File: src/rtl/epc_pkg.sv
package epc_pkg;

  // Energy level behind one slow-output pulse.
  function automatic int unsigned f_level(input int unsigned base, input logic [1:0] fsel);
    return base << fsel;
  endfunction

  // log2 of the calibration-to-slow pulse ratio.
  function automatic int unsigned cf_shift(input logic fast, input int unsigned lo,
                                           input int unsigned hi);
    return fast ? hi : lo;
  endfunction

  // Energy level behind one calibration pulse.
  function automatic int unsigned cf_level(input int unsigned base, input logic [1:0] fsel,
                                           input logic fast, input int unsigned lo,
                                           input int unsigned hi);
    return f_level(base, fsel) >> cf_shift(fast, lo, hi);
  endfunction

  // Calibration pulses per slow pulse.
  function automatic int unsigned group_size(input logic fast, input int unsigned lo,
                                             input int unsigned hi);
    return 32'd1 << cf_shift(fast, lo, hi);
  endfunction

endpackage

File: src/rtl/epc_energy_acc.sv
module epc_energy_acc #(
  parameter int SAMPLE_W  = 16,
  parameter int ACC_W     = 24,
  parameter int CREEP_MIN = 4
) (
  input  logic                       clk,
  input  logic                       rst_n,
  input  logic                       clear,
  input  logic                       smp_valid,
  input  logic signed [SAMPLE_W-1:0] smp_power,
  input  logic [ACC_W-1:0]           level,
  input  logic                       ready,
  output logic                       evt,
  output logic                       last_neg
);
  localparam int MAG_W = SAMPLE_W + 1;
  localparam logic [ACC_W:0] ACC_MAX = {1'b0, {ACC_W{1'b1}}};

  function automatic logic [MAG_W-1:0] magnitude(input logic signed [SAMPLE_W-1:0] p);
    logic signed [MAG_W-1:0] w;
    w = {p[SAMPLE_W-1], p};
    return p[SAMPLE_W-1] ? MAG_W'(-w) : MAG_W'(w);
  endfunction

  logic [ACC_W-1:0] acc;
  logic [MAG_W-1:0] mag;
  logic             accept;
  logic [ACC_W:0]   sum_w;
  logic [ACC_W-1:0] acc_next;

  assign mag    = magnitude(smp_power);
  assign accept = smp_valid && (mag >= MAG_W'(CREEP_MIN));
  assign evt    = ready && !clear && (acc >= level);

  always_comb begin
    sum_w = {1'b0, acc};
    if (evt)    sum_w = sum_w - {1'b0, level};
    if (accept) sum_w = sum_w + (ACC_W+1)'(mag);
    acc_next = (sum_w > ACC_MAX) ? ACC_MAX[ACC_W-1:0] : sum_w[ACC_W-1:0];
  end

  always_ff @(posedge clk or negedge rst_n) begin
    if (!rst_n) begin
      acc      <= '0;
      last_neg <= 1'b0;
    end else if (clear) begin
      acc      <= '0;
      last_neg <= 1'b0;
    end else begin
      acc <= acc_next;
      if (accept) last_neg <= smp_power[SAMPLE_W-1];
    end
  end


  creep_hold_chk: assert property (@(posedge clk) disable iff (!rst_n)
    (smp_valid && !accept && !evt && !clear) |=> (acc == $past(acc)));


  clear_empty_chk: assert property (@(posedge clk) disable iff (!rst_n)
    clear |=> (acc == '0 && !last_neg));

endmodule

File: src/rtl/epc_pulse_timer.sv
module epc_pulse_timer #(
  parameter int PULSE_W = 2
) (
  input  logic clk,
  input  logic rst_n,
  input  logic clear,
  input  logic fire,
  output logic pulse,
  output logic busy
);
  localparam int SPAN  = 2 * PULSE_W;
  localparam int CNT_W = $clog2(SPAN + 1);

  logic [CNT_W-1:0] cnt;

  always_ff @(posedge clk or negedge rst_n) begin
    if (!rst_n)           cnt <= '0;
    else if (clear)       cnt <= '0;
    else if (fire)        cnt <= CNT_W'(SPAN);
    else if (cnt != '0)   cnt <= cnt - 1'b1;
  end

  assign pulse = cnt > CNT_W'(PULSE_W);
  assign busy  = cnt != '0;


  pulse_start_chk: assert property (@(posedge clk) disable iff (!rst_n)
    (fire && !clear) |=> pulse);


  spacing_chk: assert property (@(posedge clk) disable iff (!rst_n)
    fire |-> !busy);


  clear_idle_chk: assert property (@(posedge clk) disable iff (!rst_n)
    clear |=> !busy);

endmodule

File: src/rtl/epc_phase_divider.sv
module epc_phase_divider #(
  parameter int GRP_W = 5
) (
  input  logic             clk,
  input  logic             rst_n,
  input  logic             clear,
  input  logic             tick,
  input  logic [GRP_W-1:0] group,
  output logic             fire,
  output logic             phase_sel
);
  logic [GRP_W-1:0] cnt;
  logic             next_phase;
  logic             wrap;

  assign wrap = ({1'b0, cnt} + 1'b1) >= {1'b0, group};
  assign fire = tick && wrap && !clear;

  always_ff @(posedge clk or negedge rst_n) begin
    if (!rst_n) begin
      cnt        <= '0;
      next_phase <= 1'b0;
      phase_sel  <= 1'b0;
    end else if (clear) begin
      cnt        <= '0;
      next_phase <= 1'b0;
      phase_sel  <= 1'b0;
    end else if (tick) begin
      if (wrap) begin
        cnt        <= '0;
        phase_sel  <= next_phase;
        next_phase <= ~next_phase;
      end else begin
        cnt <= cnt + 1'b1;
      end
    end
  end


  group_bound_chk: assert property (@(posedge clk) disable iff (!rst_n)
    (tick && !clear && $stable(group)) |=> (cnt < group));

endmodule

File: src/rtl/energy_pulse_conv.sv
module energy_pulse_conv #(
  parameter int SAMPLE_W    = 16,
  parameter int ACC_W       = 24,
  parameter int BASE_THR    = 256,
  parameter int CF_SHIFT_LO = 2,
  parameter int CF_SHIFT_HI = 3,
  parameter int CREEP_MIN   = 4,
  parameter int PULSE_W     = 2
) (
  input  logic                       clk,
  input  logic                       rst_n,
  input  logic                       supply_ok,
  input  logic                       smp_valid,
  input  logic signed [SAMPLE_W-1:0] smp_power,
  input  logic [1:0]                 fsel,
  input  logic                       cf_fast,
  output logic                       f1,
  output logic                       f2,
  output logic                       cf,
  output logic                       rev_power
);
  import epc_pkg::*;

  localparam int GRP_W = CF_SHIFT_HI + 2;

  logic             clear;
  logic [ACC_W-1:0] cf_lvl;
  logic [GRP_W-1:0] grp;
  logic             cf_evt, cf_pulse, cf_busy;
  logic             f_evt, f_sel, f_pulse, f_busy;
  logic             last_neg;

  assign clear  = !supply_ok;
  assign cf_lvl = ACC_W'(cf_level(BASE_THR, fsel, cf_fast, CF_SHIFT_LO, CF_SHIFT_HI));
  assign grp    = GRP_W'(group_size(cf_fast, CF_SHIFT_LO, CF_SHIFT_HI));

  epc_energy_acc #(
    .SAMPLE_W (SAMPLE_W),
    .ACC_W    (ACC_W),
    .CREEP_MIN(CREEP_MIN)
  ) i_acc (
    .clk      (clk),
    .rst_n    (rst_n),
    .clear    (clear),
    .smp_valid(smp_valid),
    .smp_power(smp_power),
    .level    (cf_lvl),
    .ready    (!cf_busy),
    .evt      (cf_evt),
    .last_neg (last_neg)
  );

  epc_pulse_timer #(.PULSE_W(PULSE_W)) i_cf_timer (
    .clk  (clk),
    .rst_n(rst_n),
    .clear(clear),
    .fire (cf_evt),
    .pulse(cf_pulse),
    .busy (cf_busy)
  );

  epc_phase_divider #(.GRP_W(GRP_W)) i_div (
    .clk      (clk),
    .rst_n    (rst_n),
    .clear    (clear),
    .tick     (cf_evt),
    .group    (grp),
    .fire     (f_evt),
    .phase_sel(f_sel)
  );

  epc_pulse_timer #(.PULSE_W(PULSE_W)) i_f_timer (
    .clk  (clk),
    .rst_n(rst_n),
    .clear(clear),
    .fire (f_evt),
    .pulse(f_pulse),
    .busy (f_busy)
  );

  always_ff @(posedge clk or negedge rst_n) begin
    if (!rst_n)      rev_power <= 1'b0;
    else if (clear)  rev_power <= 1'b0;
    else if (cf_evt) rev_power <= last_neg;
  end

  assign cf = cf_pulse & supply_ok;
  assign f1 = f_pulse & ~f_sel & supply_ok;
  assign f2 = f_pulse & f_sel & supply_ok;


  no_overlap_chk: assert property (@(posedge clk) disable iff (!rst_n)
    !(f1 && f2));


  f_sync_chk: assert property (@(posedge clk) disable iff (!rst_n)
    $rose(f_pulse) |-> $rose(cf_pulse));


  rev_hold_chk: assert property (@(posedge clk) disable iff (!rst_n)
    (!cf_evt && !clear) |=> $stable(rev_power));


  f_ready_chk: assert property (@(posedge clk) disable iff (!rst_n)
    f_evt |-> !f_busy);

endmodule

File: config.mk
export PLATFORM = sky130hd
export DESIGN_NAME = energy_pulse_conv
export DESIGN_NICKNAME = d
export VERILOG_FILES = /design/src/rtl/epc_pkg.sv /design/src/rtl/epc_energy_acc.sv /design/src/rtl/epc_pulse_timer.sv /design/src/rtl/epc_phase_divider.sv /design/src/rtl/energy_pulse_conv.sv
export SDC_FILE = /design/constraint.sdc
export NUM_CORES = 1
export LEC_CHECK = 0
export ABC_CLOCK_PERIOD_IN_PS = 9500
export BUFFER_PORTS_ARGS = -buffer_cell sky130_fd_sc_hd__buf_2
export CAP_MARGIN = 20
export CORE_MARGIN = 2
export CORE_UTILIZATION = 64
export DETAILED_ROUTE_END_ITERATION = 10
export PLACE_DENSITY = 0.84
export SLEW_MARGIN = 20
export SYNTH_ARGS = -nofsm -noshare
export SYNTH_HDL_FRONTEND = slang
export SYNTH_SLANG_ARGS = --single-unit
File: constraint.sdc
create_clock -name clk -period 9.5 [get_ports clk]
set_clock_uncertainty 0.1 [all_clocks]
set_input_delay 0.475 -clock clk [delete_from_list [all_inputs] [get_ports clk]]
set_output_delay 0.475 -clock clk [all_outputs]
set_load 0.1 [all_outputs]
==> impl_metrics.env, run 1 <==
export IMPL_status="complete, no violations"
export IMPL_critPathLaunch="cf_fast"
export IMPL_crit_arrival_ns=6.40
export IMPL_rsz0062_at_grt="no"
export IMPL_clkTransAtPathRegs_ns=0.08
export IMPL_crit_required_ns=9.58
export IMPL_start_util_pct=67.1
export IMPL_ys_warn_count=0
export IMPL_critPathKind="in2reg"
export IMPL_root_buffer="clkbuf_8"
export IMPL_grt_overflow_total=0
export IMPL_num_io_pins=27
export IMPL_dieArea_um2=6930
export IMPL_drive_above_1_share_pct=11.6
export IMPL_ctsHoldBuffers=0
export IMPL_wl_um=9150
export IMPL_timing_final_crit_share_pct=66.5
export IMPL_fin_nets=557
export IMPL_setup_violations=0
export IMPL_hp_class="in2async"
export IMPL_cts_setup_buffers=0
export IMPL_fin_cells=576
export IMPL_crit_path_end_kind="register"
export IMPL_port_buffers=26
export IMPL_clkSinkCount=39
export IMPL_ff2ff_setup_slack_ns=3.52
export IMPL_synth_cell_area_um2=4020
export IMPL_synthCells=488
export IMPL_cts_tree="yes"
export IMPL_syn_area_per_cell_um2=8.23
export IMPL_grt_usage_pct=26.9
export IMPL_coreArea_um2=5990
export IMPL_grt_pass1_wl_um=15800
export IMPL_cp_start_kind="primary input"
export IMPL_leakagePower_nw=1.94
export IMPL_fill_cells=478
export IMPL_htree_levels=2
export IMPL_vdd_drop_max_mv=0.196
export IMPL_vias=3770
export IMPL_synth_edff_count=0
export IMPL_clock_path_buffers=2
export IMPL_timing_rr_end="i_acc.acc[12]"
export IMPL_fin_util_pct=70.8
export IMPL_grt_pass1_vias=3443
export IMPL_cap_violations=0
export IMPL_synth_seq_cells=39
export IMPL_clock_latency_ns=0.29
export IMPL_antenna_found_initial=0
export IMPL_fp_dieW_um=83.2
export IMPL_routedWlPerCell_um=15.9
export IMPL_postCtsResizedCells=0
export IMPL_rows=28
export IMPL_slew_viol_final=0
export IMPL_ant_nets=0
export IMPL_synth_most_common_cell="a21oi_1"
export IMPL_drt_iter0_drc=240
export IMPL_endpoint="i_acc.acc[12]"
export IMPL_async_reset_ff_share_pct=100
export IMPL_area_growth_pct=5.61
export IMPL_synth_fp_nets=545
export IMPL_dpl_cell_count=568
export IMPL_synth_top_cell_area_share_pct=24.3
export IMPL_ys_flop_type="dfrtp_1"
export IMPL_synthTopCellsByArea="dfrtp_1 (24%), ha_1 (10%), a21oi_1 (6.1%)"
export IMPL_tns_ns=0
export IMPL_relSlewSlack_pct=33.9
export IMPL_die_h_um=83.2
export IMPL_gp_congestion=1.07
export IMPL_synth_seq_area_share_pct=24.3
export IMPL_fin_hold_ws_ns=0.187
export IMPL_cts_buffers=5
export IMPL_yosysUniqueCellTypes=69
export IMPL_r2r_start="i_acc.acc[5]"
export IMPL_final_min_clock_period_ns=6.31
export IMPL_rr_worst_depth=18
export IMPL_synth_top_area_cell="dfrtp_1"
export IMPL_drcViolationCount=0
export IMPL_hpwl_um=7010
export IMPL_antenna_cells=0
export IMPL_crit_fanout=20
export IMPL_max_freq_mhz=158
export IMPL_ys_top_cells_by_count="a21oi_1 (49), nor2_1 (43), dfrtp_1 (39)"
export IMPL_tightest_slew_ns=0.988
export IMPL_dr_pass1_iters=5
export IMPL_timing_final_hold_violations=0
export IMPL_via_per_inst=6.55
export IMPL_cellPowerDensity_nw_per_um2=292
export IMPL_grt_max_degree=40
where the power goes:
part           total, mW  switching (mW)  internal, mW
clock              0.124          0.0583        0.0661
combinational      0.855           0.501         0.354
sequential         0.257          0.0466         0.211
worst min path at each step:
stage / startpoint / to / slack, ns / cells after the start
global route: rst_n / i_acc.acc[11] / 0.27 / 1
finish: rst_n / i_acc.acc[11] / 0.19 / 1
CTS: rst_n / i_acc.acc[11] / 0.23 / 1
global placement: i_div.cnt[4] / i_div.cnt[4] / 0.40 / 1
detailed placement: i_div.cnt[4] / i_div.cnt[4] / 0.41 / 1
floorplan: rst_n / i_acc.acc[0] / 0.08 / 0
per-layer routing:
layer | share of wire, % | global-route usage (%) | vias up
met2 | 45 | 42.4 | 130
met5 | 0 | 0 | -
met3 | 5.6 | 4.47 | 29
met4 | 2.2 | 7.30 | 0
li1 | - | - | 1822
met1 | 47 | 38.2 | 1789
critical path: stages:
cell	delay [ns]
buf_2	0.10
inv_1	0.07
or3_1	0.38
ha_1	0.36
nor4b_1	0.36
a31oi_1	0.18
o211a_1	0.23
nor2_1	0.79
nand3b_1	0.22
or2_2	0.34
xor2_1	0.21
inv_1	0.07
ha_1	0.32
o21a_1	0.16
o21a_1	0.16
nand2_1	0.08
a31o_2	0.26
a211o_1	0.33
nor3_4	0.33
nand4_2	0.54
a221oi_2	0.43
cell type report:
class / instances / area (um2) / area share (%)
Clock inverter: 1 / 7.51 / 0.177
Timing Repair Buffer: 28 / 145 / 3.42
Inverter: 23 / 86.3 / 2.03
Sequential cell: 39 / 976 / 23.0
Clock buffer: 7 / 96.3 / 2.27
Tap cell: 75 / 93.8 / 2.21
Multi-Input combinational cell: 403 / 2840 / 66.9
sequential cells by signal (all words and copies together) (netlist names):
| name | count |
|---|---|
| i_acc.acc | 24 |
| i_div.cnt | 5 |
| i_cf_timer.cnt | 3 |
| i_f_timer.cnt | 3 |
| i_acc.last_neg | 1 |
| i_div.next_phase | 1 |
| i_div.phase_sel | 1 |
| rev_power | 1 |
cells by family (layout without fill, tap and decap cells):
family,after synthesis,after routing,share of synthesized area [%]
and+or+nand+nor,163,163,22.5
AOI/OAI and AO/OA,143,143,23.0
buffers and inverters,46,59,5.08
xor gates and xnor gates,43,43,9.37
DFF,39,39,24.3
adders and majority gates,34,34,10.8
muxes,19,19,4.89
other,1,1,0.0933
placed cells by master, fill, tap and decap left out, drive strengths merged, types with 10 or more instances in the layout:
| cell | n |
|---|---|
| o21ai | 30 |
| nand3 | 10 |
| nor3 | 15 |
| dfrtp | 39 |
| buf | 28 |
| a21oi | 49 |
| mux2i | 14 |
| nor2 | 43 |
| xor2 | 15 |
| a211oi | 10 |
| xnor2 | 28 |
| ha | 33 |
| inv | 23 |
| nand2 | 25 |
metrics by stage:
stage          cell area (um2)  total power [mW]  setup slack (ns)
5_1_grt                   4240              1.35              2.78
3_3_place_gp              4140              1.07              3.31
6_report                  4240              1.24              3.19
4_1_cts                   4240              1.22              3.29
2_1_floorplan             4020             0.931              4.46
3_5_place_dp              4140              1.10              3.00
Power figures use the tool's default switching activity.
==> inputs of run 2 (changes only) <==
--- a/config.mk
+++ b/config.mk
@@ -5,13 +5,13 @@
 export SDC_FILE = /design/constraint.sdc
 export NUM_CORES = 1
 export LEC_CHECK = 0
-export ABC_CLOCK_PERIOD_IN_PS = 9500
+export ABC_CLOCK_PERIOD_IN_PS = 6500
 export BUFFER_PORTS_ARGS = -buffer_cell sky130_fd_sc_hd__buf_2
 export CAP_MARGIN = 20
 export CORE_MARGIN = 2
-export CORE_UTILIZATION = 64
+export CORE_UTILIZATION = 62
 export DETAILED_ROUTE_END_ITERATION = 10
-export PLACE_DENSITY = 0.84
+export PLACE_DENSITY = 0.81
 export SLEW_MARGIN = 20
 export SYNTH_ARGS = -nofsm -noshare
 export SYNTH_HDL_FRONTEND = slang
==> constraint.sdc (replaced) <==
create_clock -name clk -period 6.5 [get_ports clk]
set_clock_uncertainty 0.1 [all_clocks]
set_input_delay 0.325 -clock clk [delete_from_list [all_inputs] [get_ports clk]]
set_output_delay 0.325 -clock clk [all_outputs]
set_load 0.1 [all_outputs]
==> impl_metrics.env, run 2 (synthesized netlist as in run 1, its figures left out) <==
export IMPL_status="complete, no violations"
export IMPL_root_buffer="clkbuf_8"
export IMPL_fin_ws_ns=0.788
export IMPL_switchingPower_uw=891
export IMPL_fin_util_pct=67.1
export IMPL_swShare_pct=49.4
export IMPL_ant_nets=0
export IMPL_timing_final_hold_violations=0
export IMPL_antenna_found_initial=0
export IMPL_final_min_clock_period_ns=5.71
export IMPL_relSlewSlack_pct=40.2
export IMPL_die_h_um=84.5
export IMPL_crit_path_end_kind="register"
export IMPL_critPathKind="in2reg"
export IMPL_routedWlPerCell_um=16.2
export IMPL_wl_um=9350
export IMPL_clock_latency_ns=0.30
export IMPL_cts_buffers=5
export IMPL_top_regs="i_acc.acc: 24 flops, i_div.cnt: 5 flops"
export IMPL_tightest_slew_ns=0.897
export IMPL_cts_setup_buffers=0
export IMPL_grt_pass1_vias=3206
export IMPL_crit_fanout=20
export IMPL_vdd_drop_max_mv=0.318
export IMPL_fill_cells=552
export IMPL_fin_hold_ws_ns=0.0459
export IMPL_pwr_share_clk_pct=9.4
export IMPL_grt_max_degree=40
export IMPL_ctsHoldBuffers=0
export IMPL_setup_violations=0
export IMPL_p_comb_share_pct=69.8
export IMPL_start_util_pct=63.6
export IMPL_final_cell_mix="a21oi_1 (49), nor2_1 (43), dfrtp_1 (39), ha_1 (33), o21ai_0 (30)"
export IMPL_power_mw=1.80
export IMPL_drt_iter0_drc=268
export IMPL_grt_pass1_wl_um=15300
export IMPL_pre_cts_ws_ns=0.598
export IMPL_cp_slowest_stage_delay_ns=0.53
export IMPL_fp_dieW_um=84.5
export IMPL_regMostFlops="i_acc.acc"
export IMPL_leakagePower_nw=1.94
export IMPL_slew_viol_final=0
export IMPL_gp_congestion=0.910
export IMPL_port_buffers=26
export IMPL_cap_violations=0
export IMPL_htree_levels=2
export IMPL_multi_input_area_um2=2840
export IMPL_crit_arrival_ns=5.82
export IMPL_drcViolationCount=0
export IMPL_p_int_uw=913
export IMPL_clkTransAtPathRegs_ns=0.07
export IMPL_crit_chain="buf_2, inv_1, or3_1, ha_1, nor4b_1, a31oi_1, o211a_1, nor2_1, buf_4, nand3b_1, or2_2, xor2_1, inv_1, ha_1, o21a_1, o21a_1, nand2_1, a31o_2, a211o_1, nor3_4, nand4_2, a221oi_2"
export IMPL_crit_slowest_cell="nand4_2"
export IMPL_hpwl_um=7260
export IMPL_regArea_um2=976
export IMPL_p_seq_share_pct=20.9
export IMPL_num_io_pins=27
export IMPL_hp_class="in2async"
export IMPL_postCtsResizedCells=0
export IMPL_dieArea_um2=7140
export IMPL_clkSinkCount=39
export IMPL_critPathBufInv=4
export IMPL_critPathTopFamily="simple AND/OR/NAND/NOR gates"
export IMPL_final_common_cell="a21oi_1"
export IMPL_cts_tree="yes"
export IMPL_tns_ns=0
export IMPL_coreArea_um2=6310
export IMPL_grt_overflow_total=0
export IMPL_drive_above_1_share_pct=11.6
export IMPL_max_freq_mhz=175
export IMPL_dr_pass1_iters=5
export IMPL_vias=3670
export IMPL_antenna_cells=0
export IMPL_rows=29
export IMPL_area_growth_pct=5.45
export IMPL_grt_usage_pct=26.4
export IMPL_cp_start_kind="primary input"
export IMPL_via_per_inst=6.35
export IMPL_timing_final_crit_share_pct=87.9
export IMPL_rsz0062_at_grt="no"
export IMPL_fin_nets=558
export IMPL_crit_required_ns=6.61
export IMPL_clock_path_buffers=2
export IMPL_cellPowerDensity_nw_per_um2=426
export IMPL_largest_reg_flops=24
-- run 2: cell types whose count changed in the layout (fill, tap and decap cells not counted) --
| cell | previous run | this run |
|---|---|---|
| clkinvlp_4 | 1 | 0 |
| clkbuf_8 | 7 | 6 |
| buf_4 | 2 | 3 |
| clkinv_2 | 0 | 1 |
-- run 2: path summary, 6_finish.rpt --
check | startpoint | end | slack, ns | cells after the start
min in group clk | supply_ok | i_div.cnt[1] | 0.26 | 3
max in group asynchronous | rst_n | i_acc.acc[23] | 5.69 | 1
hold reg to reg | i_div.cnt[4] | i_div.cnt[4] | 0.42 | 1
hold / removal | rst_n | i_acc.acc[9] | 0.05 | 1
setup reg to reg | i_acc.acc[5] | i_acc.acc[12] | 0.97 | 19
setup / recovery | cf_fast | i_acc.acc[12] | 0.79 | 22
-- run 2: layer usage --
layer	global-route usage, %	wire length (um)	share of wire, %	up-vias
met3	3.83	393	4.2	9
met2	42.8	4380	47	88
met5	0	0	0	-
met4	5.77	87	0.93	0
met1	37.5	4490	48	1751
li1	-	-	-	1822
-- run 2: stage by stage --
stage | instance area (um2) | std cells
2_1_floorplan | 4020 | 488
3_3_place_gp | 4150 | 571
3_5_place_dp | 4150 | 571
4_1_cts | 4240 | 578
5_1_grt | 4240 | 578
6_report | 4240 | 578
-- run 2: worst reg2reg max path: stages (launching register included) --
cell and delay [ns]:
dfrtp_1 0.39, ha_1 0.36, nor4b_1 0.44, a31oi_1 0.21, o211a_1 0.24, nor2_1 0.12
buf_4 0.21, nand3b_1 0.17, or2_2 0.33, xor2_1 0.22, inv_1 0.07, ha_1 0.32
o21a_1 0.15, o21a_1 0.15, nand2_1 0.08, a31o_2 0.26, a211o_1 0.32, nor3_4 0.34
nand4_2 0.53, a221oi_2 0.39
-- run 2: area by class of cell --
cell class / count / area share (%)
Sequential cell: 39 / 23.0
Clock buffer: 6 / 1.95
Tap cell: 77 / 2.27
Multi-Input combinational cell: 403 / 67.0
Timing Repair Buffer: 29 / 3.60
Clock inverter: 1 / 0.118
Inverter: 23 / 2.04
-- run 2: power groups by stage --
stage	Sequential (mW)	Clock [mW]	Combinational [mW]
6_report	0.376	0.169	1.26
5_1_grt	0.385	0.181	1.40
4_1_cts	0.374	0.170	1.24
3_5_place_dp	0.379	0	1.24
3_3_place_gp	0.376	0	1.20
2_1_floorplan	0.364	0	0.998
==> inputs of run 3 (changes only) <==
--- a/config.mk
+++ b/config.mk
@@ -6,12 +6,13 @@
 export NUM_CORES = 1
 export LEC_CHECK = 0
 export ABC_CLOCK_PERIOD_IN_PS = 6500
-export BUFFER_PORTS_ARGS = -buffer_cell sky130_fd_sc_hd__buf_2
 export CAP_MARGIN = 20
 export CORE_MARGIN = 2
-export CORE_UTILIZATION = 62
+export CORE_UTILIZATION = 64
+export CTS_CLUSTER_SIZE = 12
 export DETAILED_ROUTE_END_ITERATION = 10
-export PLACE_DENSITY = 0.81
+export DONT_BUFFER_PORTS = 1
+export PLACE_DENSITY = 0.8
 export SLEW_MARGIN = 20
 export SYNTH_ARGS = -nofsm -noshare
 export SYNTH_HDL_FRONTEND = slang
==> impl_metrics.env, run 3 (synthesized netlist as in run 1, its figures left out) <==
export IMPL_status="complete, no violations"
export IMPL_drive_above_1_share_pct=7.93
export IMPL_ff2ff_setup_slack_ns=1.06
export IMPL_final_cell_mix="a21oi_1 (49), nor2_1 (41), dfrtp_1 (39), ha_1 (33), o21ai_0 (30)"
export IMPL_antenna_found_initial=0
export IMPL_p_seq_share_pct=20.9
export IMPL_dieArea_um2=6930
export IMPL_stdcell_area_um2=4200
export IMPL_num_io_pins=27
export IMPL_power_mw=1.84
export IMPL_rsz0062_at_grt="no"
export IMPL_rows=28
export IMPL_grt_max_degree=40
export IMPL_leakagePower_nw=1.88
export IMPL_htree_levels=2
export IMPL_fp_dieW_um=83.2
export IMPL_grt_usage_pct=27.4
export IMPL_cts_tree="yes"
export IMPL_pre_cts_ws_ns=0.804
export IMPL_tns_ns=0
export IMPL_top_regs="i_acc.acc: 24 flops, i_div.cnt: 5 flops"
export IMPL_cts_buffers=5
export IMPL_crit_fanout=20
export IMPL_clkSinkCount=39
export IMPL_critPathBufInv=3
export IMPL_hp_class="in2reg"
export IMPL_fin_util_pct=70.1
export IMPL_vias=3540
export IMPL_crit_slowest_cell="nand4_2"
export IMPL_start_util_pct=67.1
export IMPL_dpl_cell_count=544
export IMPL_cp_start_kind="primary input"
export IMPL_postCtsResizedCells=0
export IMPL_root_buffer="clkbuf_8"
export IMPL_crit_arrival_ns=5.58
export IMPL_fin_hold_ws_ns=0.0573
export IMPL_coreArea_um2=5990
export IMPL_clock_latency_ns=0.30
export IMPL_ant_nets=0
export IMPL_grt_overflow_total=0
export IMPL_regMostFlops="i_acc.acc"
export IMPL_area_growth_pct=4.52
export IMPL_crit_chain="inv_1, or3_1, ha_1, nor4b_1, a31oi_1, o211a_1, nor2_1, buf_4, nand3b_1, or2_2, xor2_1, inv_1, ha_1, o21a_1, o21a_1, nand2_1, a31o_2, a211o_1, nor3_4, nand4_2, a221oi_2"
export IMPL_crit_path_end_kind="register"
export IMPL_switchingPower_uw=883
export IMPL_drt_iter0_drc=316
export IMPL_gp_congestion=0.907
export IMPL_critPathTopFamily="simple AND/OR/NAND/NOR gates"
export IMPL_slew_viol_final=0
export IMPL_cp_slowest_stage_delay_ns=0.54
export IMPL_critPathKind="in2reg"
export IMPL_grt_pass1_vias=3421
export IMPL_p_comb_share_pct=67.7
export IMPL_max_freq_mhz=183
export IMPL_cap_violations=0
export IMPL_die_h_um=83.2
export IMPL_vdd_drop_max_mv=0.264
export IMPL_timing_final_crit_share_pct=84.2
export IMPL_crit_required_ns=6.61
export IMPL_swShare_pct=48.0
export IMPL_clock_path_buffers=2
export IMPL_final_common_cell="a21oi_1"
export IMPL_tightest_slew_ns=1.06
export IMPL_dr_pass1_iters=5
export IMPL_grt_pass1_wl_um=15900
export IMPL_timing_final_hold_violations=0
export IMPL_relSlewSlack_pct=29.2
export IMPL_cellPowerDensity_nw_per_um2=438
export IMPL_fin_cells=554
export IMPL_dpl_instance_area_um2=4050
export IMPL_drcViolationCount=0
export IMPL_final_min_clock_period_ns=5.47
export IMPL_pwr_share_clk_pct=11.4
export IMPL_port_buffers=0
export IMPL_p_int_uw=958
export IMPL_routedWlPerCell_um=16.6
export IMPL_fin_nets=535
export IMPL_fin_ws_ns=1.03
export IMPL_clkTransAtPathRegs_ns=0.08
export IMPL_via_per_inst=6.39
export IMPL_antenna_cells=0
export IMPL_hpwl_um=7020
export IMPL_wl_um=9200
export IMPL_largest_reg_flops=24
export IMPL_setup_violations=0
run 3: cell count changes in the layout (fill, tap and decap cells not counted):
cell and delta:
buf_2 -26, nor2_1 -2, nor2_2 +2, buf_12 +1, bufinv_16 +1, clkbuf_16 +1, dlygate4sd3_1 +1, nor3_1 -1
nor3_2 +1
run 3: final timing paths:
check	start	end	cells after the start
max in group asynchronous	rst_n	i_cf_timer.cnt[2]	2
max reg2reg	i_acc.acc[5]	i_acc.acc[12]	19
max	cf_fast	i_acc.acc[12]	21
min	supply_ok	i_acc.acc[21]	2
min reg2reg	i_div.cnt[3]	i_div.cnt[3]	1
min in group asynchronous	rst_n	i_acc.acc[8]	2
run 3: power by group through the flow:
stage          registers [mW]  clock network [mW]  logic [mW]
2_1_floorplan           0.364                   0       0.998
3_3_place_gp            0.385                   0        1.18
5_1_grt                 0.393               0.226        1.39
6_report                0.385               0.211        1.25
4_1_cts                 0.382               0.216        1.23
3_5_place_dp            0.387                   0        1.22
run 3: what timing repair did:
| action | in CTS | in global routing |
|---|---|---|
| hold endpoints to repair | 39 | 0 |
| hold buffers | 2 | 0 |
| setup buffers | 0 | 0 |
run 3: cell type report:
type / count / area, um2
sequential: 39 / 976
multi-input combinational: 403 / 2850
fill: 474 / 1790
tap: 75 / 93.8
inverter: 23 / 86.3
clock buffer: 6 / 82.6
timing repair buffer: 6 / 77.6
clock inverter: 2 / 35.0
run 3: routing by layer:
metal / routed length, um / track usage [%] / vias to the layer above
met5: 0 / 0 / -
met4: 92 / 6.26 / 0
met3: 401 / 3.78 / 11
met2: 4250 / 43.3 / 83
met1: 4460 / 40.0 / 1684
li1: - / - / 1762
